$ cat src/rtl/owm_pkg.sv
package owm_pkg;

  typedef enum logic [1:0] {SL_IDLE, SL_RESET, SL_SLOT} slot_st_e;
  typedef enum logic [1:0] {PH_IDLE, PH_RUN, PH_FIN} phase_e;

  localparam logic [3:0] OP_RST    = 4'h8;
  localparam logic [3:0] OP_RDBIT  = 4'hC;
  localparam logic [3:0] OP_RDBYTE = 4'hD;
  localparam logic [3:0] OP_WRBIT  = 4'hE;
  localparam logic [3:0] OP_WRBYTE = 4'hF;

  localparam logic [4:0] A_INSTR = 5'h00;
  localparam logic [4:0] A_CTRL  = 5'h04;
  localparam logic [4:0] A_IEN   = 5'h08;
  localparam logic [4:0] A_STAT  = 5'h0C;
  localparam logic [4:0] A_DATA  = 5'h10;
  localparam logic [4:0] A_VER   = 5'h18;
  localparam logic [4:0] A_ID    = 5'h1C;

  localparam logic [31:0] ID_WORD = 32'h10EE4453;

endpackage

$ cat src/rtl/owm_tick.sv
module owm_tick #(
  parameter int CLK_PER_US = 50
) (
  input  logic clk,
  input  logic rst_n,
  input  logic clr_i,
  output logic tick_o
);
  localparam int CW = (CLK_PER_US > 1) ? $clog2(CLK_PER_US) : 1;
  localparam logic [CW-1:0] LAST = CW'(CLK_PER_US - 1);

  logic [CW-1:0] cnt_q, cnt_d;

  always_comb begin
    if (clr_i || cnt_q == LAST) cnt_d = '0;
    else                        cnt_d = cnt_q + 1'b1;
  end

  always_ff @(posedge clk or negedge rst_n) begin
    if (!rst_n) cnt_q <= '0;
    else        cnt_q <= cnt_d;
  end

  assign tick_o = (cnt_q == LAST);
endmodule

$ cat src/rtl/owm_engine.sv
module owm_engine
  import owm_pkg::*;
#(
  parameter int RST_LOW_US    = 480,
  parameter int RST_SAMPLE_US = 550,
  parameter int RST_TOTAL_US  = 960,
  parameter int SLOT_US       = 70,
  parameter int W1_LOW_US     = 6,
  parameter int W0_LOW_US     = 60,
  parameter int SAMPLE_US     = 15
) (
  input  logic       clk,
  input  logic       rst_n,
  input  logic       abort_i,
  input  logic       tick_i,
  input  logic       launch_i,
  input  logic       kind_rst_i,
  input  logic       nbits8_i,
  input  logic [7:0] tx_i,
  input  logic       line_i,
  output logic       drive_low_o,
  output logic       busy_o,
  output logic       finish_o,
  output logic [7:0] rx_o,
  output logic       absent_o
);
  localparam int UW = $clog2(RST_TOTAL_US + 1);
  localparam logic [UW-1:0] K_RLOW = UW'(RST_LOW_US);
  localparam logic [UW-1:0] K_RSMP = UW'(RST_SAMPLE_US - 1);
  localparam logic [UW-1:0] K_REND = UW'(RST_TOTAL_US - 1);
  localparam logic [UW-1:0] K_SEND = UW'(SLOT_US - 1);
  localparam logic [UW-1:0] K_SSMP = UW'(SAMPLE_US - 1);
  localparam logic [UW-1:0] K_W1   = UW'(W1_LOW_US);
  localparam logic [UW-1:0] K_W0   = UW'(W0_LOW_US);

  slot_st_e      state_q, state_d;
  logic [UW-1:0] us_q, us_d;
  logic [2:0]    left_q, left_d;
  logic [7:0]    tx_q, tx_d, rx_q, rx_d;
  logic          absent_q, absent_d, drive_q, drive_d;
  logic          sync1_q, line_s;

  // two-flop synchroniser for the open-drain line
  always_ff @(posedge clk or negedge rst_n) begin
    if (!rst_n) begin
      sync1_q <= 1'b1;
      line_s  <= 1'b1;
    end else begin
      sync1_q <= line_i;
      line_s  <= sync1_q;
    end
  end

  always_comb begin
    state_d  = state_q;
    us_d     = us_q;
    left_d   = left_q;
    tx_d     = tx_q;
    rx_d     = rx_q;
    absent_d = absent_q;
    finish_o = 1'b0;
    if (abort_i) begin
      state_d  = SL_IDLE;
      us_d     = '0;
      rx_d     = '0;
      absent_d = 1'b0;
    end else begin
      case (state_q)
        SL_IDLE: if (launch_i) begin
          state_d = kind_rst_i ? SL_RESET : SL_SLOT;
          us_d    = '0;
          tx_d    = tx_i;
          left_d  = nbits8_i ? 3'd7 : 3'd0;
        end
        SL_RESET: if (tick_i) begin
          if (us_q == K_RSMP) absent_d = line_s;
          if (us_q == K_REND) begin
            state_d  = SL_IDLE;
            us_d     = '0;
            finish_o = 1'b1;
          end else us_d = us_q + 1'b1;
        end
        SL_SLOT: if (tick_i) begin
          if (us_q == K_SSMP) rx_d = {line_s, rx_q[7:1]};
          if (us_q == K_SEND) begin
            us_d = '0;
            if (left_q == 3'd0) begin
              state_d  = SL_IDLE;
              finish_o = 1'b1;
            end else begin
              left_d = left_q - 1'b1;
              tx_d   = {1'b1, tx_q[7:1]};
            end
          end else us_d = us_q + 1'b1;
        end
        default: state_d = SL_IDLE;
      endcase
    end
    drive_d = ((state_d == SL_RESET) && (us_d < K_RLOW)) ||
              ((state_d == SL_SLOT) && (us_d < (tx_d[0] ? K_W1 : K_W0)));
  end

  always_ff @(posedge clk or negedge rst_n) begin
    if (!rst_n) begin
      state_q  <= SL_IDLE;
      us_q     <= '0;
      left_q   <= '0;
      tx_q     <= '0;
      rx_q     <= '0;
      absent_q <= 1'b0;
      drive_q  <= 1'b0;
    end else begin
      state_q  <= state_d;
      us_q     <= us_d;
      left_q   <= left_d;
      tx_q     <= tx_d;
      rx_q     <= rx_d;
      absent_q <= absent_d;
      drive_q  <= drive_d;
    end
  end

  assign drive_low_o = drive_q;
  assign busy_o      = (state_q != SL_IDLE);
  assign rx_o        = rx_q;
  assign absent_o    = absent_q;


  tick_align_chk: assert property (@(posedge clk) disable iff (!rst_n)
    finish_o |-> tick_i);

  idle_release_chk: assert property (@(posedge clk) disable iff (!rst_n)
    (state_q == SL_IDLE) |-> !drive_low_o);
endmodule

$ cat src/rtl/owm_regs.sv
module owm_regs
  import owm_pkg::*;
#(
  parameter int VER_MAJOR = 1,
  parameter int VER_MINOR = 0
) (
  input  logic        clk,
  input  logic        rst_n,
  input  logic        wr_i,
  input  logic [4:0]  addr_i,
  input  logic [31:0] wdata_i,
  output logic [31:0] rdata_o,
  input  logic        eng_finish_i,
  input  logic [7:0]  eng_rx_i,
  input  logic        eng_absent_i,
  output logic        launch_o,
  output logic        kind_rst_o,
  output logic        nbits8_o,
  output logic [7:0]  tx_o,
  output logic        abort_o,
  output logic        irq_o
);
  localparam logic [31:0] VER_WORD = {8'h00, 16'(VER_MAJOR), 8'(VER_MINOR)};

  phase_e      phase_q, phase_d;
  logic [11:0] instr_q, instr_d;
  logic [3:0]  op_q, op_d;
  logic        go_q, go_d;
  logic [1:0]  ien_q, ien_d;
  logic [31:0] data_q, data_d;
  logic        ctrl_wr, go_req, op_ok, ready, done;
  logic [3:0]  op_cur;

  assign op_cur  = instr_q[11:8];
  assign ctrl_wr = wr_i && (addr_i == A_CTRL);
  assign go_req  = ctrl_wr && wdata_i[0] && !wdata_i[31];
  assign abort_o = ctrl_wr && wdata_i[31];
  assign ready   = (phase_q == PH_IDLE);
  assign done    = (phase_q == PH_FIN);

  always_comb begin
    case (op_cur)
      OP_RST, OP_RDBIT, OP_RDBYTE, OP_WRBIT, OP_WRBYTE: op_ok = 1'b1;
      default:                                          op_ok = 1'b0;
    endcase
    kind_rst_o = (op_cur == OP_RST);
    nbits8_o   = (op_cur == OP_RDBYTE) || (op_cur == OP_WRBYTE);
    case (op_cur)
      OP_WRBIT:  tx_o = {7'h7F, instr_q[0]};
      OP_WRBYTE: tx_o = instr_q[7:0];
      default:   tx_o = 8'hFF;
    endcase
  end

  assign launch_o = go_req && ready && op_ok;

  always_comb begin
    phase_d = phase_q;
    instr_d = instr_q;
    op_d    = op_q;
    go_d    = go_q;
    ien_d   = ien_q;
    data_d  = data_q;
    if (wr_i && addr_i == A_INSTR) instr_d = wdata_i[11:0];
    if (wr_i && addr_i == A_IEN)   ien_d   = {wdata_i[4], wdata_i[0]};
    if (ctrl_wr)                   go_d    = wdata_i[0] && !wdata_i[31];
    if (abort_o) begin
      phase_d = PH_IDLE;
      data_d  = '0;
    end else begin
      case (phase_q)
        PH_IDLE: if (go_req) begin
          phase_d = op_ok ? PH_RUN : PH_FIN;
          op_d    = op_cur;
        end
        PH_RUN: if (eng_finish_i) begin
          phase_d = PH_FIN;
          if (op_q == OP_RDBYTE)     data_d = {24'h0, eng_rx_i};
          else if (op_q == OP_RDBIT) data_d = {31'h0, eng_rx_i[7]};
        end
        PH_FIN: if (!go_d) phase_d = PH_IDLE;
        default: phase_d = PH_IDLE;
      endcase
    end
  end

  always_ff @(posedge clk or negedge rst_n) begin
    if (!rst_n) begin
      phase_q <= PH_IDLE;
      instr_q <= '0;
      op_q    <= '0;
      go_q    <= 1'b0;
      ien_q   <= '0;
      data_q  <= '0;
    end else begin
      phase_q <= phase_d;
      instr_q <= instr_d;
      op_q    <= op_d;
      go_q    <= go_d;
      ien_q   <= ien_d;
      data_q  <= data_d;
    end
  end

  always_comb begin
    case (addr_i)
      A_INSTR: rdata_o = {20'h0, instr_q};
      A_CTRL:  rdata_o = {31'h0, go_q};
      A_IEN:   rdata_o = {27'h0, ien_q[1], 3'b000, ien_q[0]};
      A_STAT:  rdata_o = {eng_absent_i, 26'h0, ready, 3'b000, done};
      A_DATA:  rdata_o = data_q;
      A_VER:   rdata_o = VER_WORD;
      A_ID:    rdata_o = ID_WORD;
      default: rdata_o = '0;
    endcase
  end

  assign irq_o = (ien_q[1] && ready) || (ien_q[0] && done);


  done_hold_chk: assert property (@(posedge clk) disable iff (!rst_n)
    (done && !ctrl_wr) |=> done);

  soft_rst_chk: assert property (@(posedge clk) disable iff (!rst_n)
    abort_o |=> (ready && !done && !go_q));

  null_op_chk: assert property (@(posedge clk) disable iff (!rst_n)
    (go_req && ready && !op_ok) |=> done);
endmodule

$ cat src/rtl/owire_master.sv
module owire_master
  import owm_pkg::*;
#(
  parameter int CLK_PER_US    = 50,
  parameter int VER_MAJOR     = 1,
  parameter int VER_MINOR     = 0,
  parameter int RST_LOW_US    = 480,
  parameter int RST_SAMPLE_US = 550,
  parameter int RST_TOTAL_US  = 960,
  parameter int SLOT_US       = 70,
  parameter int W1_LOW_US     = 6,
  parameter int W0_LOW_US     = 60,
  parameter int SAMPLE_US     = 15
) (
  input  logic        clk,
  input  logic        rst_n,
  input  logic        reg_wr,
  input  logic [4:0]  reg_addr,
  input  logic [31:0] reg_wdata,
  output logic [31:0] reg_rdata,
  output logic        irq,
  output logic        bus_drive_low,
  input  logic        bus_line
);
  logic       tick, launch, abort, kind_rst, nbits8;
  logic       eng_busy, eng_finish, eng_absent;
  logic [7:0] tx_byte, rx_byte;

  owm_tick #(.CLK_PER_US(CLK_PER_US)) u_tick (
    .clk(clk), .rst_n(rst_n), .clr_i(launch || abort), .tick_o(tick)
  );

  owm_engine #(
    .RST_LOW_US(RST_LOW_US), .RST_SAMPLE_US(RST_SAMPLE_US),
    .RST_TOTAL_US(RST_TOTAL_US), .SLOT_US(SLOT_US),
    .W1_LOW_US(W1_LOW_US), .W0_LOW_US(W0_LOW_US), .SAMPLE_US(SAMPLE_US)
  ) u_engine (
    .clk(clk), .rst_n(rst_n), .abort_i(abort), .tick_i(tick),
    .launch_i(launch), .kind_rst_i(kind_rst), .nbits8_i(nbits8),
    .tx_i(tx_byte), .line_i(bus_line), .drive_low_o(bus_drive_low),
    .busy_o(eng_busy), .finish_o(eng_finish), .rx_o(rx_byte),
    .absent_o(eng_absent)
  );

  owm_regs #(.VER_MAJOR(VER_MAJOR), .VER_MINOR(VER_MINOR)) u_regs (
    .clk(clk), .rst_n(rst_n), .wr_i(reg_wr), .addr_i(reg_addr),
    .wdata_i(reg_wdata), .rdata_o(reg_rdata), .eng_finish_i(eng_finish),
    .eng_rx_i(rx_byte), .eng_absent_i(eng_absent), .launch_o(launch),
    .kind_rst_o(kind_rst), .nbits8_o(nbits8), .tx_o(tx_byte),
    .abort_o(abort), .irq_o(irq)
  );


  busy_launch_chk: assert property (@(posedge clk) disable iff (!rst_n)
    eng_busy |-> !launch);
endmodule

$ cat config.mk
export PLATFORM = sky130hd
export DESIGN_NAME = owire_master
export DESIGN_NICKNAME = d
export VERILOG_FILES = /design/src/rtl/owm_pkg.sv /design/src/rtl/owm_tick.sv /design/src/rtl/owm_engine.sv /design/src/rtl/owm_regs.sv /design/src/rtl/owire_master.sv
export SDC_FILE = /design/constraint.sdc
export NUM_CORES = 1
export LEC_CHECK = 0
export BUFFER_PORTS_ARGS = -buffer_cell sky130_fd_sc_hd__buf_2
export CAP_MARGIN = 20
export CORE_MARGIN = 2
export CORE_UTILIZATION = 35
export CTS_BUF_LIST = sky130_fd_sc_hd__clkbuf_4
export CTS_CLUSTER_DIAMETER = 80
export CTS_CLUSTER_SIZE = 12
export DETAILED_ROUTE_END_ITERATION = 8
export GPL_TIMING_DRIVEN = 0
export PLACE_DENSITY_LB_ADDON = 0.12
export RECOVER_POWER = 25
export REMOVE_ABC_BUFFERS = 1
export SLEW_MARGIN = 25
export SYNTH_ARGS = -nofsm -noshare
export SYNTH_HDL_FRONTEND = slang
export SYNTH_HIERARCHICAL = 1
export SYNTH_SLANG_ARGS = --single-unit
$ cat constraint.sdc
create_clock -name clk -period 4 [get_ports clk]
set_clock_uncertainty 0.2 [all_clocks]
set_input_delay 0.8 -clock clk [delete_from_list [all_inputs] [get_ports clk]]
set_output_delay 0.8 -clock clk [all_outputs]
set_load 0.1 [all_outputs]
== After elaboration in Yosys (flattened, before gate mapping) ==
Index checks and enable logic that the tools add are counted.
Storage, ports and cells
  register bits after elaboration: 94
  bits of input ports: 41
Cells by class
  $add $sub $neg: 3
  magnitude comparators: 2
  eq/ne operators: 31
  muxes and demuxes: 60
  bitwise operators: 1
  reduce and logical (&&, ||, !) cells: 39
Operator list (number)
  32-bit one-hot mux with 7 select lines: 1
  32-bit two-way mux: 5
  8-bit two-way mux: 8
  10-bit two-way mux: 6
  8-bit one-hot mux with 2 select lines: 2
  10-bit one-hot mux with 3 select lines: 1
  4-bit == test, second input constant: 7
  2-bit two-way mux: 13
  10-bit == test, second input constant: 2
  2-bit nonzero test: 8
  5-bit == test, second input constant: 3
  3-bit two-way mux: 5
  3-bit AND reduction: 5
  1-bit logical AND: 13
  1-bit two-way mux: 13
  6-bit two-way mux: 2
  2-bit one-hot mux with 3 select lines: 2
  10-bit by 1-bit adder with 10-bit output, second input constant: 1
  10-bit by 4-bit == test with 1-bit output, second input constant: 1
  10-bit by 7-bit == test with 1-bit output, second input constant: 1
  5-bit by 4-bit == test with 1-bit output, second input constant: 2
  10-bit < comparator: 1
  10-bit by 9-bit < comparator with 1-bit output, second input constant: 1
  6-bit by 1-bit adder with 6-bit output, second input constant: 1
  other kinds (20): 32

== Depth between registers and ports, before layout ==
  word-level depth: 13
  mapped depth: 16

== By module ==
The synthesis kept the hierarchy.
By module, submodules not included
  owm_engine: times used 1, cells each 251, area an instance 2260.9 um^2
  owm_regs: times used 1, cells each 176, area an instance 1780.5 um^2
  owm_tick: times used 1, cells each 26, area an instance 281.5 um^2
  owire_master: times used 1, cells each 1, area an instance 6.3 um^2

== Worst setup path after synthesis ==
OpenSTA, ideal clock, no wires.
  path type: input-to-output
  start: input reg_addr[4]
  end: output reg_rdata[0]
  data arrival time: 3.901 ns
  required time: 3.000 ns
  path slack: -0.901 ns
  stages: 4
  path buffers: 2
  path through: buf_6 -> clkbuf_1 -> o21ai_0 -> a311oi_1
Between the ends
  longest elaborated chain between the ends: 2
Ends and longest elaborated chain
  from (decl): RTL line owire_master.sv:18  | input logic [4:0] reg_addr,
  5-bit == test, or another cell as far along: RTL line owm_regs.sv:106  | case (addr_i)
  32-bit one-hot mux with 7 select lines (*): RTL line owm_regs.sv:106
  to (decl): RTL line owire_master.sv:20  | output logic [31:0] reg_rdata,
Mark *: on every way between the ends. The rest lies on a longest branch, timed or not.

== Worst setup path in the final report ==
  start: input reg_addr[0]
  end: register u_engine.drive_q (netlist: u_engine/drive_low_o)
Between the ends
  longest elaborated chain between the ends: 13
Ends and longest elaborated chain
  5-bit by 3-bit == test with 1-bit output: RTL line owm_regs.sv:35  | assign ctrl_wr = wr_i && (addr_i == A_CTRL);
  1-bit logical AND: RTL line owm_regs.sv:35
  1-bit logical AND (2 in series): RTL line owm_regs.sv:36  | assign go_req = ctrl_wr && wdata_i[0] && !wdata_i[31];
  1-bit logical AND (2 in series): RTL line owm_regs.sv:55  | assign launch_o = go_req && ready && op_ok;
  named net launch: RTL line owire_master.sv:25  | logic tick, launch, abort, kind_rst, nbits8;
  8-bit two-way mux: RTL line owm_engine.sv:69  | SL_IDLE: if (launch_i) begin
  8-bit one-hot mux with 2 select lines: RTL line owm_engine.sv:68  | case (state_q)
  1-bit two-way mux: RTL line owm_engine.sv:62  | if (abort_i) begin
  named net u_engine.tx_d[0]: RTL line owm_engine.sv:39  | logic [7:0] tx_q, tx_d, rx_q, rx_d;
  6-bit two-way mux: RTL line owm_engine.sv:100  | ((state_d == SL_SLOT) && (us_d < (tx_d[0] ? K_W1 : K_W0)));
  10-bit < comparator: RTL line owm_engine.sv:100
  1-bit logical AND: RTL line owm_engine.sv:100
  1-bit logical OR: RTL line owm_engine.sv:99  | drive_d = ((state_d == SL_RESET) && (us_d < K_RLOW)) ||
  named net u_engine.drive_d: RTL line owm_engine.sv:40  | logic absent_q, absent_d, drive_q, drive_d;
  to (signal assigned): RTL line owm_engine.sv:119  | drive_q <= drive_d;
  to (decl): RTL line owm_engine.sv:40
The timed path passes the listed nets, and every way through them passes these cells. The select of a mux whose other input is x is not followed.
A chain may end at the register's enable or synchronous reset.

==> flow_summary.yaml <==
placed_design:
  gp_congestion: 0.848
  place_area_um2: 4580
  dp_cells: 636
  io_buffer_count: 44
  dp_hpwl_um: 7430
clock_tree:
  clk_path_buf_depth: 2
  clock-sinks: 70
  cts_buffers: 9
  cts.hold.buffers_added: 0
  cts.clk_slew.worst_paths_ps: 120
  cts_tree: "done"
  htreeDepth: 3
  clock_tree.root_cell: "clkbuf_4"
  clock_latency_ps: 440
critical_path:
  critical_path.max_stage_delay_ps: 530
  criticalPathCategory: "input pin to flop"
  path_cells: "buf_6, nor4b_4, nand3b_4, or4_4, nor2_4, buf_6, nand2b_4, a21oi_2, a211o_4, ha_4, a21oi_2, nor2b_1, or4b_1, or4b_1, o22ai_2"
  critPathLaunchType: "input pin"
  reg2reg_depth: 14
  crit_path_end_kind: "flop"
  cp_slowest_cell: "or4_4"
  arrival_ps: 4190
  cp.required_ps: 4160
  cp_max_fo: 4
power:
  switching_power_mw: 0.684
  p_int_mw: 1.23
  powerDensity_nw_per_um2: 387
  power_frac_seq: 0.494
  peakVddDrop_mv: 0.151
  comb_power_share: 0.225
  p_leak_nw: 2.32
  clkPwrFrac: 0.281
  swShare: 0.357
global_route:
  track_usage: 0.174
  grt_pass1_wl_um: 18000
  antenna_found_initial: 0
  grt_max_degree: 51
  overflow: 0
  grt_pass1_vias: 3423
outcome:
  violations: "setup timing"
  status: "finished, violations left"
sta:
  setup_viol: 1
  setup_slack_ps: -37.0
  slew_headroom: 0.164
  slew_violations: 0
  clock.fmax_mhz: 248
  worstMarginPinSlew_ps: 1250
  finalSetupTns_ps: -37.0
  rsz0062_at_grt: "true"
  period_needed_ps: 4040
  hold_viol: 0
  fin_crit_sh: 1.01
layout:
  layout-drive-gt1-share: 0.275
  nets: 548
  fillCellCount: 1234
  syn_to_final_growth_pct: 14.4
  final_cells: 668
  final_cell_area_um2: 4950
synth:
  ys_seq_elements: 70
  synth_edf_count: 0
  synthFlopType: "dfrtp_1"
  avgSynthCellArea_um2: 9.54
  synth.distinct_cells: 72
  synthCells: 454
  yosysTopAreaCellShare: 0.393
  synth_async_sr_flop_share: 1.00
  synth_top_area_cell: "dfrtp_1"
  synth_area_um2: 4330
  ys_seq_area_frac: 0.405
  ys_top_cells_by_area: "dfrtp_1 39%, nor2_1 4.4%, mux2_2 4.4%"
  yosysWarnings: 6
  yosysMostFrequentCell: "dfrtp_1"
  synthTopCellsByCount: "68 x dfrtp_1, 51 x nor2_1, 33 x nand2_1, 23 x o21ai_0"
die:
  placeableCoreArea_um2: 12100
  die_area_um2: 13300
  io_pins: 75
  die_y_um: 115
  initial_core_util: 0.359
  die_w_um: 115
  rows: 40
drt:
  wl_um: 10900
  drc: 0
  post_drt_wl_per_cell_um: 16.4
  vias_per_cell: 5.14
  antenna_left: 0
  drt-pass1-iter-count: 4
  vias: 3436
  drtIter0Drc: 177
run:
  max_cap_violations: 0
hold_path:
  holdCritPathClass: "flop to flop"
  hold_depth: 0
-- worst max-delay path, delay by kind of cell --
family                   cells  cell delay [ps]
AND/OR/NAND/NOR              8             2330
AO/OA/AOI/OAI                4              580
adder cells (fa/ha/maj)      1              240
buffers and inverters        2              230
-- placed cells by master (no fill, tap or decap), types with 3 or more instances in the layout --
cell type,count
a21o_1,5
buf_2,41
conb_1,11
nand4b_1,3
mux2i_1,17
and2_1,4
a211oi_1,3
mux2_4,4
ha_4,3
ha_1,11
nand3b_1,4
a21oi_1,18
or3_1,5
and3_1,10
a31oi_1,6
inv_1,20
nand3_1,10
clkbuf_4,9
nor3_1,3
nand2_1,33
nor2_1,49
or2_2,13
mux2_2,17
buf_4,12
o21ai_0,21
a22oi_1,8
dfrtp_1,68
nor4_1,3
nand2b_1,4
and4_1,3
nand4_1,5
-- per-stage QoR --
step | worst slack [ps] | total power, mW | util | hold slack [ps]
floorplan | -8770 | 1.24 | - | 145
global placement | -2310 | 1.36 | 0.376 | 165
detailed placement | -2150 | 1.37 | 0.380 | 167
CTS | -35.5 | 1.94 | 0.409 | 0.897
global route | -103 | 2.04 | 0.410 | 197
finish | -37.0 | 1.91 | 0.410 | 184
-- per-layer routing --
metal,GRT usage,vias up,share of wire
met2,0.267,85,0.45
met4,0.0498,0,0.011
met5,0,-,0
met1,0.245,1671,0.49
met3,0.0416,10,0.046
li1,-,1670,-
-- state kept, by name, indices dropped and copies added, names as in the netlist --
register              flops
u_regs/instr_q           12
u_engine/left_q           3
u_engine/sync1_q          1
u_regs/go_q               1
u_engine/tx_q             8
u_engine/state_q          2
u_engine/rx_o             8
u_tick/cnt_q              6
u_engine/absent_o         1
u_engine/line_s           1
u_regs/op_q               4
u_regs/ien_q              2
u_engine/us_q            10
u_regs/data_q             8
u_regs/phase_q            2
u_engine/drive_low_o      1
-- power groups by stage --
stage,sequential (mW),combinational [mW],clock (mW)
2_1_floorplan,0.913,0.327,0
3_3_place_gp,0.954,0.405,0
3_5_place_dp,0.957,0.415,0
4_1_cts,0.944,0.433,0.560
5_1_grt,0.965,0.479,0.592
6_report,0.946,0.430,0.538
-- layout make-up --
cell class / instances / area, um^2 / share of cell area
inverters: 20 / 75.1 / 0.0152
well taps: 168 / 210 / 0.0425
diodes: 2 / 5.00 / 0.00101
flip-flops and latches: 70 / 1750 / 0.354
clock inverters: 7 / 96.3 / 0.0195
multi-input cells: 334 / 2390 / 0.482
repair buffers: 58 / 354 / 0.0715
clock buffers: 9 / 67.6 / 0.0136
-- repair_timing --
item	in CTS	in global routing
pin swaps	11	5
cloned	1	0
endpoints found under the setup margin	8	1
gates resized for setup	20	5
buffers inserted	11	2
-- final timing paths --
kind / from / to / slack [ps]
min in group asynchronous: rst_n / u_engine/us_q[6] / 340
worst max register to register: u_engine/state_q[0] / u_engine/drive_low_o / 140
worst min register to register: u_engine/sync1_q / u_engine/line_s / 180
worst max-delay path: reg_addr[0] / u_engine/drive_low_o / -40
max in group asynchronous: rst_n / u_tick/cnt_q[3] / 1420
worst min-delay path: u_engine/sync1_q / u_engine/line_s / 180
-- cells by family (layout without fill, tap and decap cells) --
family,count (synthesis),after routing,synth area share
buf+inv,61,94,0.0780
compound gates,92,92,0.145
simple gates,173,174,0.223
other cells,1,13,0.000866
flops,70,70,0.405
xor+xnor,4,4,0.00809
mux,39,39,0.100
fa+ha+maj,14,14,0.0405
(Power assumes the default switching activity.)
